$ cat src/rtl/ifr_pkg.sv
package ifr_pkg;

   typedef enum logic {
      KIND_AVI = 1'b0,
      KIND_AUD = 1'b1
   } ifr_kind_e;

   typedef enum logic [1:0] {
      ST_IDLE = 2'd0,
      ST_SUM  = 2'd1,
      ST_EMIT = 2'd2
   } ifr_state_e;

   localparam logic [7:0] AVI_TYPE = 8'h82;
   localparam logic [7:0] AVI_VER  = 8'h02;
   localparam logic [7:0] AVI_LEN  = 8'd13;
   localparam logic [7:0] AUD_TYPE = 8'h84;
   localparam logic [7:0] AUD_VER  = 8'h01;
   localparam logic [7:0] AUD_LEN  = 8'd10;

   localparam int MAX_LEN    = (AVI_LEN > AUD_LEN) ? int'(AVI_LEN) : int'(AUD_LEN);
   localparam int BODY_BYTES = MAX_LEN + 1;
   localparam int IDX_W      = $clog2(BODY_BYTES);

   typedef logic [BODY_BYTES-1:0][7:0] body_t;

   typedef struct packed {
      logic [1:0]  scan;
      logic [1:0]  bar_vld;
      logic        afd_present;
      logic [1:0]  color;
      logic [3:0]  afar;
      logic [1:0]  pic_aspect;
      logic [1:0]  colorimetry;
      logic [1:0]  nups;
      logic [1:0]  quant;
      logic [2:0]  ext_col;
      logic        itc;
      logic [6:0]  vic;
      logic [3:0]  pixrep;
      logic [15:0] bar_top;
      logic [15:0] bar_bot;
      logic [15:0] bar_left;
      logic [15:0] bar_right;
   } avi_fields_t;

   typedef struct packed {
      logic [2:0] chan_m1;
      logic [3:0] coding;
      logic [1:0] ssize;
      logic [2:0] sfreq;
      logic [7:0] fmt;
      logic [7:0] alloc;
      logic [3:0] lshift;
      logic       dm_inh;
   } aud_fields_t;

   function automatic logic [23:0] hdr_of(ifr_kind_e k);
      return (k == KIND_AVI) ? {AVI_LEN, AVI_VER, AVI_TYPE}
                             : {AUD_LEN, AUD_VER, AUD_TYPE};
   endfunction

   function automatic logic [7:0] hdr_sum(ifr_kind_e k);
      logic [23:0] h;
      h = hdr_of(k);
      return h[7:0] + h[15:8] + h[23:16];
   endfunction

endpackage

$ cat src/rtl/ifr_field_pack.sv
module ifr_field_pack
   import ifr_pkg::*;
(
   input  ifr_kind_e   kind,
   input  avi_fields_t avi,
   input  aud_fields_t aud,
   output body_t       body
);

   localparam int NBARS = 4;

   body_t              avi_b;
   body_t              aud_b;
   logic [NBARS-1:0][15:0] bars;

   assign bars[0] = avi.bar_top;
   assign bars[1] = avi.bar_bot;
   assign bars[2] = avi.bar_left;
   assign bars[3] = avi.bar_right;

   // bar pairs: low byte first, starting at body byte 6
   localparam int BAR_BASE = 6;

   always_comb begin
      avi_b    = '0;
      avi_b[1] = {1'b0, avi.color, avi.afd_present, avi.bar_vld, avi.scan};
      avi_b[2] = {avi.colorimetry, avi.pic_aspect, avi.afar};
      avi_b[3] = {avi.itc, avi.ext_col, avi.quant, avi.nups};
      avi_b[4] = {1'b0, avi.vic};
      avi_b[5] = {4'b0, avi.pixrep};
      for (int i = 0; i < NBARS; i++) begin
         avi_b[BAR_BASE + 2*i]     = bars[i][7:0];
         avi_b[BAR_BASE + 2*i + 1] = bars[i][15:8];
      end
   end

   always_comb begin
      aud_b    = '0;
      aud_b[1] = {aud.coding, 1'b0, aud.chan_m1};
      aud_b[2] = {3'b0, aud.sfreq, aud.ssize};
      aud_b[3] = aud.fmt;
      aud_b[4] = aud.alloc;
      aud_b[5] = {aud.dm_inh, aud.lshift, 3'b0};
   end

   assign body = (kind == KIND_AVI) ? avi_b : aud_b;

endmodule

$ cat src/rtl/ifr_csum_ctl.sv
module ifr_csum_ctl
   import ifr_pkg::*;
(
   input  logic      clk,
   input  logic      rst_n,
   input  logic      start,
   input  ifr_kind_e kind_in,
   input  body_t     body_in,
   input  logic      tx_done,
   output logic      emit_act,
   output logic      busy,
   output ifr_kind_e kind_q,
   output body_t     body_out
);

   localparam logic [IDX_W-1:0] AVI_END = IDX_W'(AVI_LEN);
   localparam logic [IDX_W-1:0] AUD_END = IDX_W'(AUD_LEN);

   ifr_state_e       state_q;
   body_t            frame_q;
   logic [IDX_W-1:0] idx_q;
   logic [7:0]       sum_q;
   logic [IDX_W-1:0] end_idx;

   assign end_idx = (kind_q == KIND_AVI) ? AVI_END : AUD_END;

   always_ff @(posedge clk) begin
      if (!rst_n) begin
         state_q <= ST_IDLE;
         frame_q <= '0;
         idx_q   <= '0;
         sum_q   <= '0;
         kind_q  <= KIND_AVI;
      end else begin
         unique case (state_q)
            ST_IDLE: begin
               if (start) begin
                  frame_q <= body_in;
                  kind_q  <= kind_in;
                  sum_q   <= hdr_sum(kind_in);
                  idx_q   <= IDX_W'(1);
                  state_q <= ST_SUM;
               end
            end
            ST_SUM: begin
               sum_q <= sum_q + frame_q[idx_q];
               idx_q <= idx_q + IDX_W'(1);
               if (idx_q == end_idx) state_q <= ST_EMIT;
            end
            ST_EMIT: begin
               if (tx_done) state_q <= ST_IDLE;
            end
            default: state_q <= ST_IDLE;
         endcase
      end
   end

   always_comb begin
      body_out    = frame_q;
      body_out[0] = 8'h00 - sum_q;
   end

   assign emit_act = (state_q == ST_EMIT);
   assign busy     = (state_q != ST_IDLE);

endmodule

$ cat src/rtl/ifr_word_tx.sv
module ifr_word_tx
   import ifr_pkg::*;
#(
   parameter int WORD_W = 32
) (
   input  logic              clk,
   input  logic              rst_n,
   input  logic              active,
   input  ifr_kind_e         kind,
   input  body_t             body,
   input  logic              ready,
   output logic              valid,
   output logic [WORD_W-1:0] data,
   output logic              last,
   output logic              done
);

   localparam int WB        = WORD_W / 8;
   localparam int NWORD_MAX = (BODY_BYTES + WB - 1) / WB;
   localparam int PAD_BYTES = NWORD_MAX * WB;
   localparam int WIDX_W    = (NWORD_MAX > 1) ? $clog2(NWORD_MAX) : 1;
   localparam int AVI_NW    = (int'(AVI_LEN) + 1 + WB - 1) / WB;
   localparam int AUD_NW    = (int'(AUD_LEN) + 1 + WB - 1) / WB;
   localparam logic [WIDX_W-1:0] AVI_LAST_W = WIDX_W'(AVI_NW - 1);
   localparam logic [WIDX_W-1:0] AUD_LAST_W = WIDX_W'(AUD_NW - 1);

   logic [PAD_BYTES-1:0][7:0]        padded;
   logic [NWORD_MAX-1:0][WORD_W-1:0] words;
   logic [WIDX_W-1:0]                widx_q;
   logic [WIDX_W-1:0]                last_w;

   for (genvar b = 0; b < PAD_BYTES; b++) begin : g_pad
      if (b < BODY_BYTES) begin : g_body
         assign padded[b] = body[b];
      end else begin : g_zero
         assign padded[b] = 8'h00;
      end
   end

   for (genvar w = 0; w < NWORD_MAX; w++) begin : g_word
      assign words[w] = padded[w*WB +: WB];
   end

   assign last_w = (kind == KIND_AVI) ? AVI_LAST_W : AUD_LAST_W;

   always_ff @(posedge clk) begin
      if (!rst_n || !active) begin
         widx_q <= '0;
      end else if (ready) begin
         widx_q <= (widx_q == last_w) ? '0 : widx_q + WIDX_W'(1);
      end
   end

   assign valid = active;
   assign data  = words[widx_q];
   assign last  = active && (widx_q == last_w);
   assign done  = last && ready;

endmodule

$ cat src/rtl/ifr_pkt_asm.sv
module ifr_pkt_asm
   import ifr_pkg::*;
#(
   parameter int WORD_W = 32
) (
   input  logic              clk,
   input  logic              rst_n,
   input  logic              start,
   input  logic              kind_sel,
   input  logic [1:0]        avi_scan,
   input  logic [1:0]        avi_bar_vld,
   input  logic              avi_afd_present,
   input  logic [1:0]        avi_color,
   input  logic [3:0]        avi_afar,
   input  logic [1:0]        avi_pic_aspect,
   input  logic [1:0]        avi_colorimetry,
   input  logic [1:0]        avi_nups,
   input  logic [1:0]        avi_quant,
   input  logic [2:0]        avi_ext_col,
   input  logic              avi_itc,
   input  logic [6:0]        avi_vic,
   input  logic [3:0]        avi_pixrep,
   input  logic [15:0]       avi_bar_top,
   input  logic [15:0]       avi_bar_bot,
   input  logic [15:0]       avi_bar_left,
   input  logic [15:0]       avi_bar_right,
   input  logic [2:0]        aud_chan_m1,
   input  logic [3:0]        aud_coding,
   input  logic [1:0]        aud_ssize,
   input  logic [2:0]        aud_sfreq,
   input  logic [7:0]        aud_fmt,
   input  logic [7:0]        aud_alloc,
   input  logic [3:0]        aud_lshift,
   input  logic              aud_dm_inh,
   output logic              out_valid,
   input  logic              out_ready,
   output logic [WORD_W-1:0] out_data,
   output logic              out_last,
   output logic [23:0]       out_hdr,
   output logic              busy
);

   if ((WORD_W % 8) != 0 || WORD_W < 8 || WORD_W > 128) begin : g_bad_width
      $error("ifr_pkt_asm: WORD_W must be a multiple of 8 in 8..128");
   end

   avi_fields_t avi_f;
   aud_fields_t aud_f;
   body_t       body_new;
   body_t       body_cs;
   ifr_kind_e   kind_q;
   logic        emit_act;
   logic        tx_done;

   assign avi_f.scan        = avi_scan;
   assign avi_f.bar_vld     = avi_bar_vld;
   assign avi_f.afd_present = avi_afd_present;
   assign avi_f.color       = avi_color;
   assign avi_f.afar        = avi_afar;
   assign avi_f.pic_aspect  = avi_pic_aspect;
   assign avi_f.colorimetry = avi_colorimetry;
   assign avi_f.nups        = avi_nups;
   assign avi_f.quant       = avi_quant;
   assign avi_f.ext_col     = avi_ext_col;
   assign avi_f.itc         = avi_itc;
   assign avi_f.vic         = avi_vic;
   assign avi_f.pixrep      = avi_pixrep;
   assign avi_f.bar_top     = avi_bar_top;
   assign avi_f.bar_bot     = avi_bar_bot;
   assign avi_f.bar_left    = avi_bar_left;
   assign avi_f.bar_right   = avi_bar_right;

   assign aud_f.chan_m1 = aud_chan_m1;
   assign aud_f.coding  = aud_coding;
   assign aud_f.ssize   = aud_ssize;
   assign aud_f.sfreq   = aud_sfreq;
   assign aud_f.fmt     = aud_fmt;
   assign aud_f.alloc   = aud_alloc;
   assign aud_f.lshift  = aud_lshift;
   assign aud_f.dm_inh  = aud_dm_inh;

   ifr_field_pack u_pack (
      .kind (ifr_kind_e'(kind_sel)),
      .avi  (avi_f),
      .aud  (aud_f),
      .body (body_new)
   );

   ifr_csum_ctl u_ctl (
      .clk      (clk),
      .rst_n    (rst_n),
      .start    (start),
      .kind_in  (ifr_kind_e'(kind_sel)),
      .body_in  (body_new),
      .tx_done  (tx_done),
      .emit_act (emit_act),
      .busy     (busy),
      .kind_q   (kind_q),
      .body_out (body_cs)
   );

   ifr_word_tx #(.WORD_W(WORD_W)) u_tx (
      .clk   (clk),
      .rst_n (rst_n),
      .active(emit_act),
      .kind  (kind_q),
      .body  (body_cs),
      .ready (out_ready),
      .valid (out_valid),
      .data  (out_data),
      .last  (out_last),
      .done  (tx_done)
   );

   assign out_hdr = hdr_of(kind_q);

endmodule

$ cat config.mk
export PLATFORM = sky130hd
export DESIGN_NAME = ifr_pkt_asm
export DESIGN_NICKNAME = d
export VERILOG_FILES = /design/src/rtl/ifr_pkg.sv /design/src/rtl/ifr_field_pack.sv /design/src/rtl/ifr_csum_ctl.sv /design/src/rtl/ifr_word_tx.sv /design/src/rtl/ifr_pkt_asm.sv
export SDC_FILE = /design/constraint.sdc
export NUM_CORES = 1
export LEC_CHECK = 0
export CELL_PAD_IN_SITES_DETAIL_PLACEMENT = 1
export CELL_PAD_IN_SITES_GLOBAL_PLACEMENT = 1
export CORE_ASPECT_RATIO = 2
export CORE_MARGIN = 2
export CORE_UTILIZATION = 51
export DETAILED_ROUTE_END_ITERATION = 12
export DONT_BUFFER_PORTS = 1
export GPL_ROUTABILITY_DRIVEN = 0
export PLACE_DENSITY_LB_ADDON = 0.1
export SYNTH_ARGS = -nofsm -noshare
export SYNTH_HDL_FRONTEND = slang
export SYNTH_SLANG_ARGS = --single-unit
export TNS_END_PERCENT = 10
$ cat constraint.sdc
create_clock -name clk -period 4.74 [get_ports clk]
set_input_delay 0.474 -clock clk [delete_from_list [all_inputs] [get_ports clk]]
set_output_delay 0.474 -clock clk [all_outputs]
set_load 0.005 [all_outputs]
# Yosys cells after proc, flatten, opt, wreduce, memory -nomap -nowiden
# Index checks and enable logic that the tools add are counted.
[op_classes] add_sub_neg=6 multipliers=0 n_div=0 order_cmp=2 eq_ne=7 shifts=0 muxes=18 n_bitwise=0 n_reduce_logical=11
[ops] operator="two-way mux 112 bit" n=1
[ops] operator="binary-select mux 32 bit (select 2 bit)" n=1
[ops] operator="two-way mux 19 bit" n=2
[ops] operator="binary-select mux 8 bit (select 4 bit)" n=1
[ops] operator="two-way mux 32 bit" n=1
[ops] operator="adder 8 bit" n=3
[ops] operator="two-way mux 8 bit" n=2
[ops] operator="one-hot mux 8 bit (2 select lines)" n=1
[ops] operator="two-way mux 2 bit" n=4
[ops] operator="one-hot mux 4 bit (2 select lines)" n=1
[ops] operator="subtractor 1 x 8 -> 8 bit (first input constant)" n=1
[ops] operator="one-hot mux 2 bit (3 select lines)" n=1
[ops] operator="< comparator 4 x 5 -> 1 bit (second input constant)" n=1
[ops] operator="adder 4 x 1 -> 4 bit (second input constant)" n=1
[ops] operator="== test 4 bit" n=1
[ops] operator="two-way mux 4 bit" n=1
[ops] operator="inequality test 2 bit (second input constant)" n=2
[ops] operator="AND reduction 2 bit" n=2
[ops] operator="nonzero test 2 bit" n=2
[ops] operator="< comparator 2 x 3 -> 1 bit (second input constant)" n=1
[ops] operator="two-way mux 3 bit" n=1
[ops] operator="AND reduction 3 bit" n=1
[ops] operator="adder 2 x 1 -> 2 bit (second input constant)" n=1
[ops] operator="== test 2 x 1 -> 1 bit (second input constant)" n=1
[ops] operator="8 further kinds" n=10
[totals] reg_bits=129 latchBits=0 mem_bits_rw=0 romBits=0 inputBits=136 out_inout_bits=59 word_cells=63 n_memories=0

# Longest topological paths before layout
# Gate-level depths: netlist (run 1).
[logic_depth] ltp_word=6 mapped_depth=15 ltp_nobuf=13

# By module
# A second synthesis (run 1) with hierarchy kept.
[hier_totals] hier_cells=1046 area_unflattened_um2=8638.3
[by_module_without_submodules] mod="ifr_csum_ctl" n_inst=1 cells_per_inst=806 area_each_um2=6496.2 seq_area_each_um2=2542.4
[by_module_without_submodules] mod="ifr_field_pack" n_inst=1 cells_per_inst=125 area_each_um2=1079.8 seq_area_each_um2=0.0
[by_module_without_submodules] mod="ifr_word_tx" n_inst=1 cells_per_inst=89 area_each_um2=878.3 seq_area_each_um2=40.0
[by_module_without_submodules] mod="ifr_pkt_asm" n_inst=1 cells_per_inst=26 area_each_um2=183.9 seq_area_each_um2=0.0

# Worst setup path after synthesis (run 1)
# OpenSTA, ideal clock, no wires.
[synth_timing] path_type="register -> register" startpoint="reg u_ctl.idx_q[0]" endpoint="reg u_ctl.sum_q[6]" setup_time_ps=83 arrival_ps=3015 required_time_ps=4657 slack_ps=1642 path_stages_with_launch=15 n_path_buf=3 period_less_slack_ps=3098 cell_sequence="dfxtp_1 -> buf_4 -> buf_4 -> buf_2 -> a22oi_1 -> a221oi_1 -> ha_1 -> inv_1 -> fa_1 -> nor2b_1 -> o21ai_0 -> a21boi_0 -> o21ai_0 -> a2111o_1 -> o221ai_1"
[synth_via] elab_chain_cells=4
[synth_lines] element="start, declared" line="ifr_csum_ctl.sv:21" rtl="logic [IDX_W-1:0] idx_q;"
[synth_lines] element="start signal, assigned" line="ifr_csum_ctl.sv:47" rtl="idx_q <= idx_q + IDX_W'(1);"
[synth_lines] element="binary-select mux 8 bit (select 4 bit)" line="ifr_csum_ctl.sv:46" rtl="sum_q <= sum_q + frame_q[idx_q];"
[synth_lines] element="two-way mux 8 bit (not written as such)" line="ifr_csum_ctl.sv:46"
[synth_lines] element="adder 8 bit" line="ifr_csum_ctl.sv:46"
[synth_lines] element="one-hot mux 8 bit (2 select lines)" line="ifr_csum_ctl.sv:35" rtl="unique case (state_q)"
[synth_lines] element="end signal, assigned" line="ifr_csum_ctl.sv:40" rtl="sum_q <= hdr_sum(kind_in);"
[synth_lines] element="end signal, assigned" line="ifr_csum_ctl.sv:46"
[synth_lines] element="end, declared" line="ifr_csum_ctl.sv:22" rtl="logic [7:0] sum_q;"
# No other way between the ends. The select of a mux whose other input is x is not followed.
# A chain may end at the register's enable or synchronous reset.

# Worst setup path after layout (run 1)
[layout_timing] startpoint="reg u_ctl.idx_q[2]" endpoint="reg u_ctl.sum_q[6]"
# Same word-level chain as after synthesis.

==> results of run 1 <==
[cell usage in the layout (no fill, tap or decap), types with 4 or more instances in the layout]
cell type,n
clkbuf_16,17
xnor2_1,7
o2bb2ai_1,5
o21ai_0,41
nor3_1,5
nand2_1,109
mux2_2,10
nand3b_1,71
a221o_1,4
a211oi_1,28
dfxtp_1,119
nor2_1,47
nand3_1,15
nor2b_1,5
a21oi_1,92
a221oi_1,6
ha_1,9
conb_1,17
mux4_2,28
clkinv_4,6
mux2i_1,58
inv_1,13
buf_4,8
[power by group through the flow]
stage | logic (mW) | registers, mW | clock network (mW)
global placement | 0.466 | 1.22 | 0
detailed placement | 0.485 | 1.23 | 0
CTS | 0.492 | 1.21 | 1.31
global route | 0.539 | 1.22 | 1.37
finish | 0.493 | 1.21 | 1.31
floorplan | 0.432 | 1.15 | 0
[final cells by class]
class,count,share of cell area (%)
multi-input cells,593,55.4
repair buffers,8,0.807
clock inverters,13,1.97
inverters,14,0.723
well taps,155,2.61
flip-flops and latches,121,32.6
clock buffers,19,5.95
[worst max path at each step]
stage                                end  slack, ps  cells after the start
final                     u_ctl.sum_q[6]        770                     13
after global routing      u_ctl.sum_q[6]        510                     13
after CTS                 u_ctl.sum_q[6]        830                     13
after detailed placement  u_ctl.sum_q[6]        920                     13
after global placement    u_ctl.sum_q[6]       1170                     13
after floorplan           u_ctl.sum_q[6]       1640                     14
[sequential cells by signal, summed over array words and instances, names as in the netlist]
| register | count |
|---|---|
| u_ctl.sum_q | 8 |
| u_ctl.kind_q | 1 |
| u_tx.widx_q | 2 |
| u_ctl.state_q | 2 |
| u_ctl.idx_q | 4 |
| u_ctl.body_out | 104 |
[layer usage]
layer,track usage (%),vias to the layer above,wire [um]
met5,0,-,0
met1,33.3,2937,8090
met2,58.1,226,12900
met4,26.0,0,2060
met3,8.00,111,1230
li1,-,2752,-
[worst max-delay path, delay by kind of cell (launching register included)]
| family | cells | cell delay (ps) |
|---|---|---|
| AOI/OAI and AO/OA | 8 | 1910 |
| buffers and inverters | 1 | 60 |
| adders and majority gates | 2 | 650 |
| DFF | 1 | 710 |
| and+or+nand+nor | 2 | 550 |
[cells by family (layout without fill, tap and decap cells)]
group	after synthesis	after routing	share of synthesized area, %
AOI/OAI and AO/OA	191	191	16.0
xor gates and xnor gates	10	10	1.24
adders and majority gates	10	10	1.88
buffers and inverters	111	54	7.92
DFF	121	121	34.4
muxes	96	96	18.8
other	2	17	0.107
and+or+nand+nor	269	269	19.6
[per-stage QoR]
stage,hold WS [ps],instance area [um^2],total power [mW],util [%],worst slack [ps]
CTS,159,7440,3.01,55.4,829
detailed placement,469,6860,1.71,51.0,917
global placement,463,6860,1.69,51.0,1170
finish,167,7440,3.01,55.4,766
floorplan,438,7100,1.58,-,1640
global route,184,7440,3.12,55.4,506
==> results_dict.tcl, run 1 <==
set metrics [dict create \
    status "finished, final reports clean" \
    sw_frac_of_total_pct 30.5 \
    place_inst 891 \
    grt_max_degree 107 \
    power_switching_mw 0.918 \
    first_pass_iters 5 \
    r2r_start "u_ctl.idx_q[2]" \
    finalClockSkew_ps 10.1 \
    clkSinkCount 121 \
    hold_depth 2 \
    comb_power_share_pct 16.4 \
    stdcell_count 923 \
    max-cap-violations 0 \
    worst_ep_required_time_ps 5070 \
    fp.dieH_um 170 \
    synth.cell_area_um2 7040 \
    power.density_nw_per_um2 404 \
    h-tree-depth 4 \
    yosysSeqAreaShare_pct 34.4 \
    worstHoldEndpoint "u_ctl.state_q[1]" \
    cts_buffer_depth 2 \
    cts_setup_buffers 0 \
    cpPeakStageDelay_ps 710 \
    endpoint_kind "flop" \
    r2r_slack_ps 770 \
    core_um2 13400 \
    postRouteAntennaNets 0 \
    r2r_end "u_ctl.sum_q[6]" \
    min_from "rst_n" \
    ys_async_sr_fraction_pct 0 \
    cts_tree "built" \
    final_max_slew_viol_count 0 \
    start_kind "flop" \
    multiInputGateArea_um2 4120 \
    critPathLaunch "u_ctl.idx_q[2]" \
    io_pins 195 \
    synth_most_common_cell "dfxtp_1" \
    wire_per_inst_um 26.3 \
    netlist_top_cells_count "dfxtp_1, nand2_1, a21oi_1" \
    diodes 0 \
    numCtsBuffers 17 \
    grt.total_usage_pct 33.6 \
    first_global_vias 6441 \
    syn_inst 810 \
    crit_fanout 15 \
    slowest_stage "dfxtp_1" \
    grt_remaining_overflow 0 \
    drc 0 \
    clockPowerShare_pct 43.4 \
    worst_pin_slew_ps 1140 \
    nNetsFinal 901 \
    rsz0062_at_grt "no" \
    ir_worst_vdd_v 0.000219 \
    io_buffers 0 \
    synth_warnings 0 \
    synth_top_flop_cell "dfxtp_1" \
    area_growth_pct 5.72 \
    synth_top_area_share_pct 34.4 \
    register_area_um2 2420 \
    crit_chain "nand2b_1 -> o21ai_0 -> o21ai_0 -> a221oi_1 -> ha_1 -> inv_1 -> fa_1 -> nor2b_1 -> o21ai_0 -> a21boi_0 -> o21ai_0 -> a2111o_1 -> o221ai_1" \
    p_leak_nw 2.55 \
    hpwl_mm 18.1 \
    finalCritPeriodShare_pct 83.8 \
    synth_edf_count 0 \
    antenna_found_initial 0 \
    cts_hold_buf 0 \
    slew_headroom_pct 23.7 \
    hold_viol 0 \
    die_w_um 87.1 \
    p_int_mw 2.09 \
    worstHoldPathType "input pin to flop" \
    clk_pin_slew_ps 60 \
    clockRootBuffer "clkbuf_16" \
    syn_avg_cell_area_um2 8.69 \
    drive_above_1_share_pct 10.9 \
    rr_worst_depth 13 \
    fin_setup_tns_ps 0 \
    first_iter_violations 400 \
    setup_violations 0 \
    ys_seq_elements 121 \
    cts_resized 0 \
    via_per_inst 6.53 \
    fmax_ghz 0.252 \
    yosysTopAreaCell "dfxtp_1" \
    p_seq_share_pct 40.2 \
    dieArea_um2 14800 \
    clkLatencyLatePin_ps 430 \
    grt_pass1_wl_mm 36.7 \
    period_needed_ps 3970 \
    worst_path_most_repeated_cell "o21ai_0" \
    initial_core_util_pct 52.4 \
    wirelength_mm 24.3 \
    path_class "flop to flop" \
    synth_area_leaders "dfxtp_1, mux4_2, mux2i_1" \
    rows 60 \
    yosysUniqueCellTypes 50 \
    final.fill_count 1560 \
    arrival_ps 4310 \
    num_vias 6026 \
]
Power figures use the tool's default switching activity.
==> run 2: changes to the inputs <==
Settings changed: CORE_UTILIZATION 51 to 47.
Clock period 4.74 ns to 3.9 ns, I/O delays scaled along.
==> results_dict.tcl, run 2 (same netlist as run 1, synthesis figures left out) <==
set metrics [dict create \
    status "finished, final reports clean" \
    worst_pin_slew_ps 1400 \
    final_max_slew_viol_count 0 \
    cts_buffer_depth 2 \
    endpoint_kind "flop" \
    wire_per_inst_um 25.6 \
    p_leak_nw 2.56 \
    cts_tree "built" \
    slowest_stage "dfxtp_2" \
    grt_remaining_overflow 0 \
    start_kind "flop" \
    ir_worst_vdd_v 0.000289 \
    arrival_ps 3910 \
    via_per_inst 6.31 \
    crit_fanout 25 \
    sw_frac_of_total_pct 31.3 \
    max-cap-violations 0 \
    first_iter_violations 347 \
    grt.total_usage_pct 31.4 \
    rsz0062_at_grt "no" \
    core_um2 14700 \
    clockPowerShare_pct 42.3 \
    worst_path_most_repeated_cell "o21ai_0" \
    critPathLaunch "u_ctl.idx_q[0]" \
    crit_chain "mux2i_1 -> o21ai_0 -> o21ai_0 -> a221oi_1 -> ha_1 -> inv_1 -> fa_1 -> nor2b_1 -> o21ai_0 -> a21boi_0 -> o21ai_0 -> a2111o_1 -> o221ai_1" \
    cts_resized 0 \
    numCtsBuffers 17 \
    postRouteAntennaNets 0 \
    layout_common_cells "dfxtp_1, nand2_1, a21oi_1" \
    h-tree-depth 4 \
    first_pass_iters 7 \
    cp-endpoint "u_ctl.sum_q[6]" \
    hold_viol 0 \
    worst_ep_required_time_ps 4220 \
    power.density_nw_per_um2 479 \
    fp.dieH_um 177 \
    dieArea_um2 16000 \
    io_buffers 0 \
    path_class "flop to flop" \
    grt_pass1_wl_mm 37.8 \
    mostFrequentLayoutCell "dfxtp_1" \
    num_vias 6097 \
    first_global_vias 6398 \
    antenna_found_initial 0 \
    hold_depth 2 \
    io_pins 195 \
    cts_setup_buffers 0 \
    area_growth_pct 6.75 \
    drc 0 \
    worstHoldPathType "input pin to flop" \
    fin_setup_tns_ps 0 \
    setup_violations 0 \
    finalClockSkew_ps 9.04 \
    p_seq_share_pct 40.8 \
    drive_above_1_share_pct 11.7 \
    rr_worst_depth 13 \
    finalCritPeriodShare_pct 92.1 \
    slew_headroom_pct 6.50 \
    cts_hold_buf 0 \
    fmax_ghz 0.278 \
    r2r_start "u_ctl.idx_q[0]" \
    rows 63 \
    wirelength_mm 24.8 \
    r2r_slack_ps 310 \
    die_w_um 90.6 \
    clkLatencyLatePin_ps 420 \
    power_switching_mw 1.13 \
    finish.utilization_pct 51.0 \
    largest_reg_flops 104 \
    comb_power_share_pct 16.9 \
    hpwl_mm 18.7 \
    diodes 0 \
    p_int_mw 2.48 \
    clkSinkCount 121 \
    grt_max_degree 107 \
    period_needed_ps 3590 \
    clk_pin_slew_ps 60 \
    initial_core_util_pct 47.8 \
    clockRootBuffer "clkbuf_16" \
    r2r_end "u_ctl.sum_q[6]" \
    cpPeakStageDelay_ps 720 \
    nNetsFinal 905 \
]
[run 2: cell types whose count changed in the layout (fill, tap and decap cells not counted), sizes merged]
cell and change:
clkinv -5, buf +4, inv +4, clkinvlp +3, bufinv -1, clkbuf -1
[run 2: metrics by stage]
step                      instance area, um^2  hold slack, ps  worst slack [ps]  total power [mW]  instances
after floorplan                          7100             438               802              1.93        825
after global placement                   6950             463               490              2.07        935
after detailed placement                 6950             466               375              2.09        935
after CTS                                7510            83.1               287              3.61        967
after global routing                     7520            92.3              53.5              3.74        967
final                                    7520            88.4               307              3.60        967
[run 2: metal layers]
metal / vias up / routed length [um] / track usage [%]
met5: - / 0 / 0
met4: 0 / 1740 / 22.0
met3: 81 / 1310 / 5.28
met2: 274 / 13500 / 57.5
met1: 2970 / 8200 / 31.8
li1: 2772 / - / -
[run 2: worst min path at each step]
stage,start,to
after floorplan,u_ctl.body_out[47],u_ctl.body_out[47]
after global placement,u_ctl.body_out[50],u_ctl.body_out[50]
after detailed placement,u_ctl.body_out[50],u_ctl.body_out[50]
after CTS,rst_n,u_ctl.idx_q[3]
after global routing,rst_n,u_ctl.idx_q[3]
final,rst_n,u_ctl.idx_q[3]
[run 2: worst max-delay path: cells and delay by family (launching register included)]
family | cells | cell delay [ps]
AO/OA/AOI/OAI | 8 | 1770
flip-flops | 1 | 720
adder cells (fa/ha/maj) | 2 | 670
multiplexers | 1 | 160
AND/OR/NAND/NOR | 1 | 110
buffers and inverters | 1 | 70
[run 2: cell type report]
| type | count | area [um^2] |
|---|---|---|
| clock buffer | 18 | 429 |
| clock inverter | 14 | 138 |
| fill | 1749 | 7220 |
| inverter | 14 | 53.8 |
| multi-input combinational | 593 | 4120 |
| sequential | 121 | 2430 |
| tap | 195 | 244 |
| timing repair buffer | 12 | 103 |
[run 2: power by group through the flow]
| stage | Sequential [mW] | Clock [mW] | Combinational (mW) |
|---|---|---|---|
| after floorplan | 1.40 | 0 | 0.525 |
| final | 1.47 | 1.53 | 0.609 |
| after global placement | 1.49 | 0 | 0.581 |
| after CTS | 1.46 | 1.54 | 0.608 |
| after detailed placement | 1.49 | 0 | 0.604 |
| after global routing | 1.47 | 1.60 | 0.667 |
